## config.mk

```make
export PLATFORM = sky130hd
export DESIGN_NAME = mesi_snoop_ctl
export DESIGN_NICKNAME = d
export VERILOG_FILES = /design/src/rtl/mesi_pkg.sv /design/src/rtl/mesi_line_store.sv /design/src/rtl/mesi_snoop.sv /design/src/rtl/mesi_master.sv /design/src/rtl/mesi_snoop_ctl.sv
export SDC_FILE = /design/constraint.sdc
export NUM_CORES = 1
export LEC_CHECK = 0
export BUFFER_PORTS_ARGS = -buffer_cell sky130_fd_sc_hd__clkbuf_2
export CORE_MARGIN = 3
export CORE_UTILIZATION = 50
export CTS_BUF_LIST = sky130_fd_sc_hd__clkbuf_8
export CTS_CLUSTER_DIAMETER = 200
export CTS_CLUSTER_SIZE = 8
export DETAILED_ROUTE_END_ITERATION = 10
export PLACE_DENSITY_LB_ADDON = 0.15
export SKIP_LAST_GASP = 1
export SYNTH_ARGS = -nofsm -noshare
export SYNTH_HDL_FRONTEND = slang
export SYNTH_HIERARCHICAL = 1
export SYNTH_SLANG_ARGS = --single-unit
```

## constraint.sdc

```tcl
create_clock -name clk -period 6.7 [get_ports clk]
set_clock_uncertainty 0.05 [all_clocks]
set_input_delay 2.01 -clock clk [delete_from_list [all_inputs] [get_ports clk]]
set_output_delay 2.01 -clock clk [all_outputs]
set_load 0.005 [all_outputs]
```

## src/rtl/mesi_pkg.sv

```systemverilog
package mesi_pkg;
  typedef enum logic [1:0] {ST_I = 2'd0, ST_S = 2'd1, ST_E = 2'd2, ST_M = 2'd3} mesi_t;
  typedef enum logic [1:0] {BC_READ = 2'd0, BC_RWITM = 2'd1, BC_INVAL = 2'd2, BC_WBACK = 2'd3} bcmd_t;
  typedef enum logic [1:0] {MS_IDLE, MS_ARB, MS_CMD, MS_RSP} mst_t;
endpackage

```

## src/rtl/mesi_line_store.sv

```systemverilog
module mesi_line_store import mesi_pkg::*; #(
  parameter int IDX_W = 2,
  parameter int TAG_W = 4
) (
  input  logic             clk,
  input  logic             rst_n,
  input  logic [IDX_W-1:0] ra_idx,
  output logic [TAG_W-1:0] ra_tag,
  output mesi_t            ra_st,
  input  logic [IDX_W-1:0] rb_idx,
  output logic [TAG_W-1:0] rb_tag,
  output mesi_t            rb_st,
  input  logic             we,
  input  logic [IDX_W-1:0] w_idx,
  input  logic [TAG_W-1:0] w_tag,
  input  mesi_t            w_st
);
  localparam int LINES = 1 << IDX_W;

  logic [TAG_W-1:0] tag_q [LINES];
  mesi_t            st_q  [LINES];

  for (genvar g = 0; g < LINES; g++) begin : g_line
    always_ff @(posedge clk) begin
      if (!rst_n) begin
        tag_q[g] <= '0;
        st_q[g]  <= ST_I;
      end else if (we && w_idx == IDX_W'(g)) begin
        tag_q[g] <= w_tag;
        st_q[g]  <= w_st;
      end
    end
  end

  assign ra_tag = tag_q[ra_idx];
  assign ra_st  = st_q[ra_idx];
  assign rb_tag = tag_q[rb_idx];
  assign rb_st  = st_q[rb_idx];
endmodule

```

## src/rtl/mesi_snoop.sv

```systemverilog
module mesi_snoop import mesi_pkg::*; #(
  parameter int IDX_W = 2,
  parameter int TAG_W = 4
) (
  input  logic                   clk,
  input  logic                   rst_n,
  input  logic                   snp_valid,
  input  logic [1:0]             snp_cmd,
  input  logic [IDX_W+TAG_W-1:0] snp_addr,
  input  logic [TAG_W-1:0]       look_tag,
  input  mesi_t                  look_st,
  input  logic                   wb_clear,
  output logic                   we,
  output mesi_t                  w_st,
  output logic                   shared_out,
  output logic                   hitm_out,
  output logic                   wb_pend,
  output logic [IDX_W+TAG_W-1:0] wb_addr
);
  localparam int ADDR_W = IDX_W + TAG_W;

  logic  held, sh_d, hm_d, set_wb;
  bcmd_t cmd;

  assign cmd  = bcmd_t'(snp_cmd);
  assign held = (look_st != ST_I) && (look_tag == snp_addr[ADDR_W-1:IDX_W]);

  always_comb begin
    we = 1'b0; w_st = look_st; sh_d = 1'b0; hm_d = 1'b0; set_wb = 1'b0;
    if (snp_valid && held) begin
      unique case (cmd)
        BC_READ: begin
          we = 1'b1; w_st = ST_S;
          if (look_st == ST_M) hm_d = 1'b1;
          else                 sh_d = 1'b1;
        end
        BC_RWITM: begin
          if (look_st == ST_M) begin
            hm_d = 1'b1; set_wb = 1'b1;       // owner keeps M until its write-back
          end else begin
            we = 1'b1; w_st = ST_I;
          end
        end
        BC_INVAL: begin
          we = 1'b1; w_st = ST_I;
        end
        default: ;
      endcase
    end
  end

  always_ff @(posedge clk) begin
    if (!rst_n) begin
      shared_out <= 1'b0;
      hitm_out   <= 1'b0;
      wb_pend    <= 1'b0;
      wb_addr    <= '0;
    end else begin
      shared_out <= sh_d;
      hitm_out   <= hm_d;
      if (set_wb) begin
        wb_pend <= 1'b1;
        wb_addr <= snp_addr;
      end else if (wb_clear) begin
        wb_pend <= 1'b0;
      end
    end
  end
endmodule

```

## src/rtl/mesi_master.sv

```systemverilog
module mesi_master import mesi_pkg::*; #(
  parameter int IDX_W = 2,
  parameter int TAG_W = 4
) (
  input  logic                   clk,
  input  logic                   rst_n,
  input  logic                   cpu_valid,
  input  logic                   cpu_write,
  input  logic [IDX_W+TAG_W-1:0] cpu_addr,
  output logic                   cpu_ready,
  input  logic [TAG_W-1:0]       look_tag,
  input  mesi_t                  look_st,
  input  logic                   snp_stall,
  input  logic                   wb_pend,
  input  logic [IDX_W+TAG_W-1:0] wb_addr,
  output logic                   wb_clear,
  output logic                   bus_req,
  input  logic                   bus_gnt,
  output logic                   bus_cmd_valid,
  output bcmd_t                  bus_cmd,
  output logic [IDX_W+TAG_W-1:0] bus_addr,
  input  logic                   bus_shared_in,
  input  logic                   bus_hitm_in,
  output logic                   we,
  output logic [IDX_W-1:0]       w_idx,
  output logic [TAG_W-1:0]       w_tag,
  output mesi_t                  w_st
);
  localparam int ADDR_W = IDX_W + TAG_W;

  mst_t  state, nxt;
  bcmd_t op;
  logic [TAG_W-1:0] cpu_tag;
  logic [IDX_W-1:0] cpu_idx;
  logic tag_eq, hit;

  assign cpu_tag = cpu_addr[ADDR_W-1:IDX_W];
  assign cpu_idx = cpu_addr[IDX_W-1:0];
  assign tag_eq  = (look_tag == cpu_tag);
  assign hit     = tag_eq && (look_st != ST_I);

  always_comb begin
    nxt = state; cpu_ready = 1'b0; bus_req = 1'b0; bus_cmd_valid = 1'b0;
    bus_cmd = BC_READ; bus_addr = '0; wb_clear = 1'b0;
    we = 1'b0; w_idx = cpu_idx; w_tag = cpu_tag; w_st = ST_I;
    unique case (state)
      MS_IDLE: begin
        if (wb_pend) begin
          nxt = MS_ARB;
        end else if (cpu_valid && !snp_stall) begin
          if (hit && !cpu_write) begin
            cpu_ready = 1'b1;
          end else if (hit && look_st != ST_S) begin
            cpu_ready = 1'b1; we = 1'b1; w_st = ST_M;
          end else begin
            nxt = MS_ARB;
          end
        end
      end
      MS_ARB: begin
        bus_req = 1'b1;
        if (bus_gnt) nxt = MS_CMD;
      end
      MS_CMD: begin
        bus_req = 1'b1; bus_cmd_valid = 1'b1; nxt = MS_RSP;
        if (wb_pend) begin
          bus_cmd = BC_WBACK; bus_addr = wb_addr; wb_clear = 1'b1;
          we = 1'b1; w_idx = wb_addr[IDX_W-1:0]; w_tag = wb_addr[ADDR_W-1:IDX_W]; w_st = ST_I;
        end else if (look_st == ST_M && !tag_eq) begin
          bus_cmd = BC_WBACK; bus_addr = {look_tag, cpu_idx};
          we = 1'b1; w_tag = look_tag; w_st = ST_I;
        end else begin
          bus_addr = cpu_addr;
          if (cpu_write && hit) bus_cmd = BC_INVAL;
          else if (cpu_write)   bus_cmd = BC_RWITM;
          else                  bus_cmd = BC_READ;
        end
      end
      MS_RSP: begin
        bus_req = 1'b1; nxt = MS_IDLE;
        unique case (op)
          BC_READ: begin
            we = 1'b1; cpu_ready = 1'b1;
            w_st = (bus_shared_in || bus_hitm_in) ? ST_S : ST_E;
          end
          BC_RWITM: begin
            if (!bus_hitm_in) begin
              we = 1'b1; cpu_ready = 1'b1; w_st = ST_M;
            end
          end
          BC_INVAL: begin
            we = 1'b1; cpu_ready = 1'b1; w_st = ST_M;
          end
          default: ;
        endcase
      end
      default: nxt = MS_IDLE;
    endcase
  end

  always_ff @(posedge clk) begin
    if (!rst_n) begin
      state <= MS_IDLE;
      op    <= BC_READ;
    end else begin
      state <= nxt;
      if (state == MS_CMD) op <= bus_cmd;
    end
  end
endmodule

```

## src/rtl/mesi_snoop_ctl.sv

```systemverilog
module mesi_snoop_ctl import mesi_pkg::*; #(
  parameter int IDX_W = 2,
  parameter int TAG_W = 4
) (
  input  logic                   clk,
  input  logic                   rst_n,
  input  logic                   cpu_valid,
  input  logic                   cpu_write,
  input  logic [IDX_W+TAG_W-1:0] cpu_addr,
  output logic                   cpu_ready,
  output logic                   bus_req,
  input  logic                   bus_gnt,
  output logic                   bus_cmd_valid,
  output logic [1:0]             bus_cmd,
  output logic [IDX_W+TAG_W-1:0] bus_addr,
  input  logic                   bus_shared_in,
  input  logic                   bus_hitm_in,
  input  logic                   snp_valid,
  input  logic [1:0]             snp_cmd,
  input  logic [IDX_W+TAG_W-1:0] snp_addr,
  output logic                   snp_shared_out,
  output logic                   snp_hitm_out
);
  localparam int ADDR_W = IDX_W + TAG_W;

  logic [TAG_W-1:0] a_tag, b_tag, m_tag, w_tag;
  mesi_t            a_st, b_st, s_wst, m_wst, w_st;
  logic [IDX_W-1:0] m_idx, w_idx;
  logic             s_we, m_we, wb_pend, wb_clear;
  logic [ADDR_W-1:0] wb_addr;
  bcmd_t            cmd_e;

  // Snoop writes win the single write port; the master never writes during a snoop.
  assign w_idx = s_we ? snp_addr[IDX_W-1:0] : m_idx;
  assign w_tag = s_we ? b_tag : m_tag;
  assign w_st  = s_we ? s_wst : m_wst;
  assign bus_cmd = cmd_e;

  mesi_line_store #(.IDX_W(IDX_W), .TAG_W(TAG_W)) u_store (
    .clk(clk), .rst_n(rst_n),
    .ra_idx(cpu_addr[IDX_W-1:0]), .ra_tag(a_tag), .ra_st(a_st),
    .rb_idx(snp_addr[IDX_W-1:0]), .rb_tag(b_tag), .rb_st(b_st),
    .we(s_we | m_we), .w_idx(w_idx), .w_tag(w_tag), .w_st(w_st)
  );

  mesi_snoop #(.IDX_W(IDX_W), .TAG_W(TAG_W)) u_snoop (
    .clk(clk), .rst_n(rst_n),
    .snp_valid(snp_valid), .snp_cmd(snp_cmd), .snp_addr(snp_addr),
    .look_tag(b_tag), .look_st(b_st), .wb_clear(wb_clear),
    .we(s_we), .w_st(s_wst),
    .shared_out(snp_shared_out), .hitm_out(snp_hitm_out),
    .wb_pend(wb_pend), .wb_addr(wb_addr)
  );

  mesi_master #(.IDX_W(IDX_W), .TAG_W(TAG_W)) u_master (
    .clk(clk), .rst_n(rst_n),
    .cpu_valid(cpu_valid), .cpu_write(cpu_write), .cpu_addr(cpu_addr), .cpu_ready(cpu_ready),
    .look_tag(a_tag), .look_st(a_st), .snp_stall(snp_valid),
    .wb_pend(wb_pend), .wb_addr(wb_addr), .wb_clear(wb_clear),
    .bus_req(bus_req), .bus_gnt(bus_gnt), .bus_cmd_valid(bus_cmd_valid),
    .bus_cmd(cmd_e), .bus_addr(bus_addr),
    .bus_shared_in(bus_shared_in), .bus_hitm_in(bus_hitm_in),
    .we(m_we), .w_idx(m_idx), .w_tag(m_tag), .w_st(m_wst)
  );
endmodule

```

==> insert_results.sql <==
INSERT INTO impl_metrics (metric_group, metric, value, unit) VALUES
('outcome', 'status', 'finished, final reports clean', ''),
('sta', 'timing.final.hold_violations', '0', ''),
('final_layout', 'final_cell_mix', '34 x clkbuf_2, 25 x and2_1, 24 x edfxtp_1', ''),
('logic_synthesis', 'postSynthCellCount', '226', ''),
('setup_path', 'path_class', 'input pin to primary output', ''),
('logic_synthesis', 'ys_dominant_reg_cell', 'edfxtp_1', ''),
('final_layout', 'layout-area-overhead-vs-synth', '12.5', '%'),
('clock_network', 'clkSinkCount', '37', ''),
('final_layout', 'nets', '287', ''),
('logic_synthesis', 'synth.net_count', '252', ''),
('clock_network', 'cts.clk_slew.worst_paths', '0.08', 'ns'),
('final_layout', 'fill_cells', '415', ''),
('clock_network', 'htree_levels', '2', ''),
('setup_path', 'path_cells', 'clkbuf_2 > mux4_2 > xnor2_2 > nand4_2 > or3_1 > a21oi_1 > clkbuf_2', ''),
('sta', 'final_period_minus_worst_setup_slack', '6.10', 'ns'),
('floorplan', 'floorplan.initialDensity', '0.530', ''),
('clock_network', 'post_cts.repair.setup_buffers', '0', ''),
('placement', 'numPortBuffers', '34', ''),
('setup_path', 'critical_path.max_stage_delay', '0.60', 'ns'),
('routing', 'vias', '1874', ''),
('floorplan', 'die_area', '6030', 'um^2'),
('global_route', 'grt_max_degree', '28', ''),
('sta', 'setup_viol', '0', ''),
('placement', 'hpwl_after_dpl', '4320', 'um'),
('setup_path', 'worst_setup_path_end_kind', 'primary output', ''),
('clock_network', 'clock_buffer_depth', '2', ''),
('pwr', 'total_leakage_power', '1.11', 'nW'),
('floorplan', 'die_height', '77.7', 'um'),
('global_route', 'grtUsageTotal', '0.201', ''),
('pwr', 'ir_drop', '0.131', 'mV'),
('floorplan', 'number_of_placement_rows', '25', ''),
('clock_network', 'clock_tree_root_driver_cell', 'clkbuf_8', ''),
('worst_hold_path', 'holdCritPathClass', 'flip-flop to flip-flop', ''),
('global_route', 'number_of_global_route_vias_before_repair', '1763', ''),
('routing', 'route.detailed.drc', '0', ''),
('setup_path', 'cp_slowest_cell', 'mux4_2', ''),
('clock_network', 'source_to_sink_clock_delay_at_the_later_pin_of_the_worst_skew_pair', '0.29', 'ns'),
('logic_synthesis', 'synth_sequential_area_ratio', '0.382', ''),
('clock_network', 'tritoncts', 'yes', ''),
('sta', 'period_share', '0.910', ''),
('global_route', 'globalRouteOverflowTotal', '0', ''),
('final_layout', 'drive_above_1_share', '0.298', ''),
('clock_network', 'post_cts_resize_count', '0', ''),
('setup_path', 'crit_top_cell', 'clkbuf_2', ''),
('logic_synthesis', 'postSynthAreaPerCell', '11.4', 'um^2'),
('routing', 'detail_route_antenna_nets', '0', ''),
('final_layout', 'sequential_standard_cell_area', '981', 'um^2'),
('setup_path', 'worst-endpoint-arrival', '4.04', 'ns'),
('sta', 'holdWs', '0.428', 'ns'),
('logic_synthesis', 'ys_async_sr_fraction', '0', ''),
('logic_synthesis', 'yosysWarnings', '6', ''),
('setup_path', 'setup_crit_start_kind', 'input pin', ''),
('sta', 'fmax', '0.164', 'GHz'),
('final_layout', 'antennaDiodeCount', '0', ''),
('pwr', 'power_per_cell_area', '218', 'nW/um^2'),
('logic_synthesis', 'synth.cell_area', '2570', 'um^2'),
('global_route', 'antenna_found_initial', '0', ''),
('floorplan', 'core-area', '4850', 'um^2'),
('floorplan', 'die_width', '77.7', 'um'),
('routing', 'vias_per_cell', '5.70', ''),
('final_layout', 'total_area_of_multi_input_combinational_cells', '1500', 'um^2'),
('setup_path', 'worst-endpoint-required', '4.64', 'ns'),
('sta', 'worst-slew-pin-transition', '0.831', 'ns'),
('routing', 'finalWirelength', '5730', 'um'),
('setup_path', 'worst-path-max-fanout', '8', ''),
('sta', 'maxSlewViolCount', '0', ''),
('final_layout', 'layout.cells.most_common', 'clkbuf_2', ''),
('flow_run', 'cap_viol_max_count', '0', ''),
('sta', 'max_slew_margin', '0.440', ''),
('logic_synthesis', 'ys_seq_elements', '37', ''),
('logic_synthesis', 'synth-edff-count', '24', ''),
('sta', 'finalSetupTns', '0', 'ns'),
('clock_network', 'post_cts_hold_buffers', '0', ''),
('logic_synthesis', 'synth.lib_cells_used.distinct', '47', ''),
('routing', 'drt_iter0_drcs', '110', ''),
('setup_path', 'timing.critical_path.buf_inv', '2', ''),
('sta', 'rsz0062_at_grt', 'false', ''),
('placement', 'routabilityCongestion', '0.757', ''),
('clock_network', 'cts-buffers-inserted', '5', ''),
('setup_path', 'cp_top_family', 'simple AND/OR/NAND/NOR gates', ''),
('global_route', 'grt_first_pass_wirelength', '9480', 'um'),
('floorplan', 'boundaryPins', '35', ''),
('routing', 'avgRoutedWirePerCell', '17.4', 'um'),
('routing', 'drt_pass1_iterations', '4', '');
cell usage after synthesis, types with 2 or more instances:
cell type  instances  area (um^2)
a21oi_1           11         55.1
a221o_1            4         40.0
a31oi_1            2         12.5
and2_1            25          156
and3_1             4         25.0
and4b_1            2         20.0
buf_2              2         10.0
buf_6              3         33.8
clkbuf_1           2         7.51
dfxtp_1           13          260
edfxtp_1          24          721
ha_1               4         50.1
inv_1              9         33.8
mux2_2             2         22.5
mux2_4             8          120
mux2i_1           13          130
mux4_2            12          270
nand2_1           21         78.8
nand2b_1           6         37.5
nand3_1            2         10.0
nor2_1             5         18.8
nor2b_1            7         43.8
o21a_1             3         22.5
o21ai_0           11         55.1
o31ai_1            2         15.0
or3_1              2         12.5
xnor2_1            4         35.0
xnor2_2            4         65.1
power breakdown:
part	switching (mW)	leakage, nW	internal (mW)
logic	0.0935	0.709	0.0759
clock network	0.0840	0.0518	0.110
registers	0.0109	0.353	0.257
registers in the layout (all words and copies together), names as in the netlist:
signal              flops
u_store/tag_q          16
u_master/state          2
u_snoop/hitm_out        1
u_snoop/wb_pend         1
u_master/op             2
u_store/st_q            8
u_snoop/wb_addr         6
u_snoop/shared_out      1
metal layers:
| metal | global-route usage | wire length (um) | vias up |
|---|---|---|---|
| met5 | 0 | 0 | - |
| met4 | 0.0534 | 44 | 0 |
| met3 | 0.0371 | 339 | 4 |
| met2 | 0.304 | 2670 | 62 |
| met1 | 0.297 | 2680 | 891 |
| li1 | - | - | 917 |
tightest hold or removal path: stages, from the launching register on:
cell and delay [ns]:
dfxtp_1 0.33, nand2_1 0.06, mux2i_1 0.05
cells by family after synthesis:
family | share of synthesized area
AOI/OAI and AO/OA | 0.123
xor gates and xnor gates | 0.0390
adders and majority gates | 0.0195
buffers and inverters | 0.0331
DFF | 0.382
muxes | 0.211
and+or+nand+nor | 0.192
stage by stage:
stage / area, um^2 / utilization / power [mW] / cells / setup slack, ns
finish: 2890 / 0.596 / 0.631 / 329 / 0.602
global route: 2890 / 0.596 / 0.667 / 329 / 0.449
CTS: 2890 / 0.596 / 0.640 / 329 / 0.597
detailed placement: 2780 / 0.573 / 0.442 / 321 / 0.604
global placement: 2780 / 0.573 / 0.440 / 321 / 0.634
floorplan: 2570 / - / 0.392 / 226 / 0.993
final timing paths:
check | startpoint | to | slack (ns) | cells after the start
min | u_snoop/wb_addr[2] | u_snoop/wb_addr[2] | 0.43 | 2
min reg2reg | u_snoop/wb_addr[2] | u_snoop/wb_addr[2] | 0.43 | 2
max reg2reg | u_store/tag_q[2][2] | u_store/st_q[0][1] | 3.02 | 9
max | cpu_addr[0] | cpu_ready | 0.60 | 7
area by class of cell:
cell class,instances,area share
Clock buffer,5,0.0238
Clock inverter,3,0.0143
Inverter,9,0.0117
Multi-Input combinational cell,173,0.520
Sequential cell,37,0.340
Tap cell,67,0.0290
Timing Repair Buffer,35,0.0615
No activity file was read; power rests on OpenSTA's default activity.
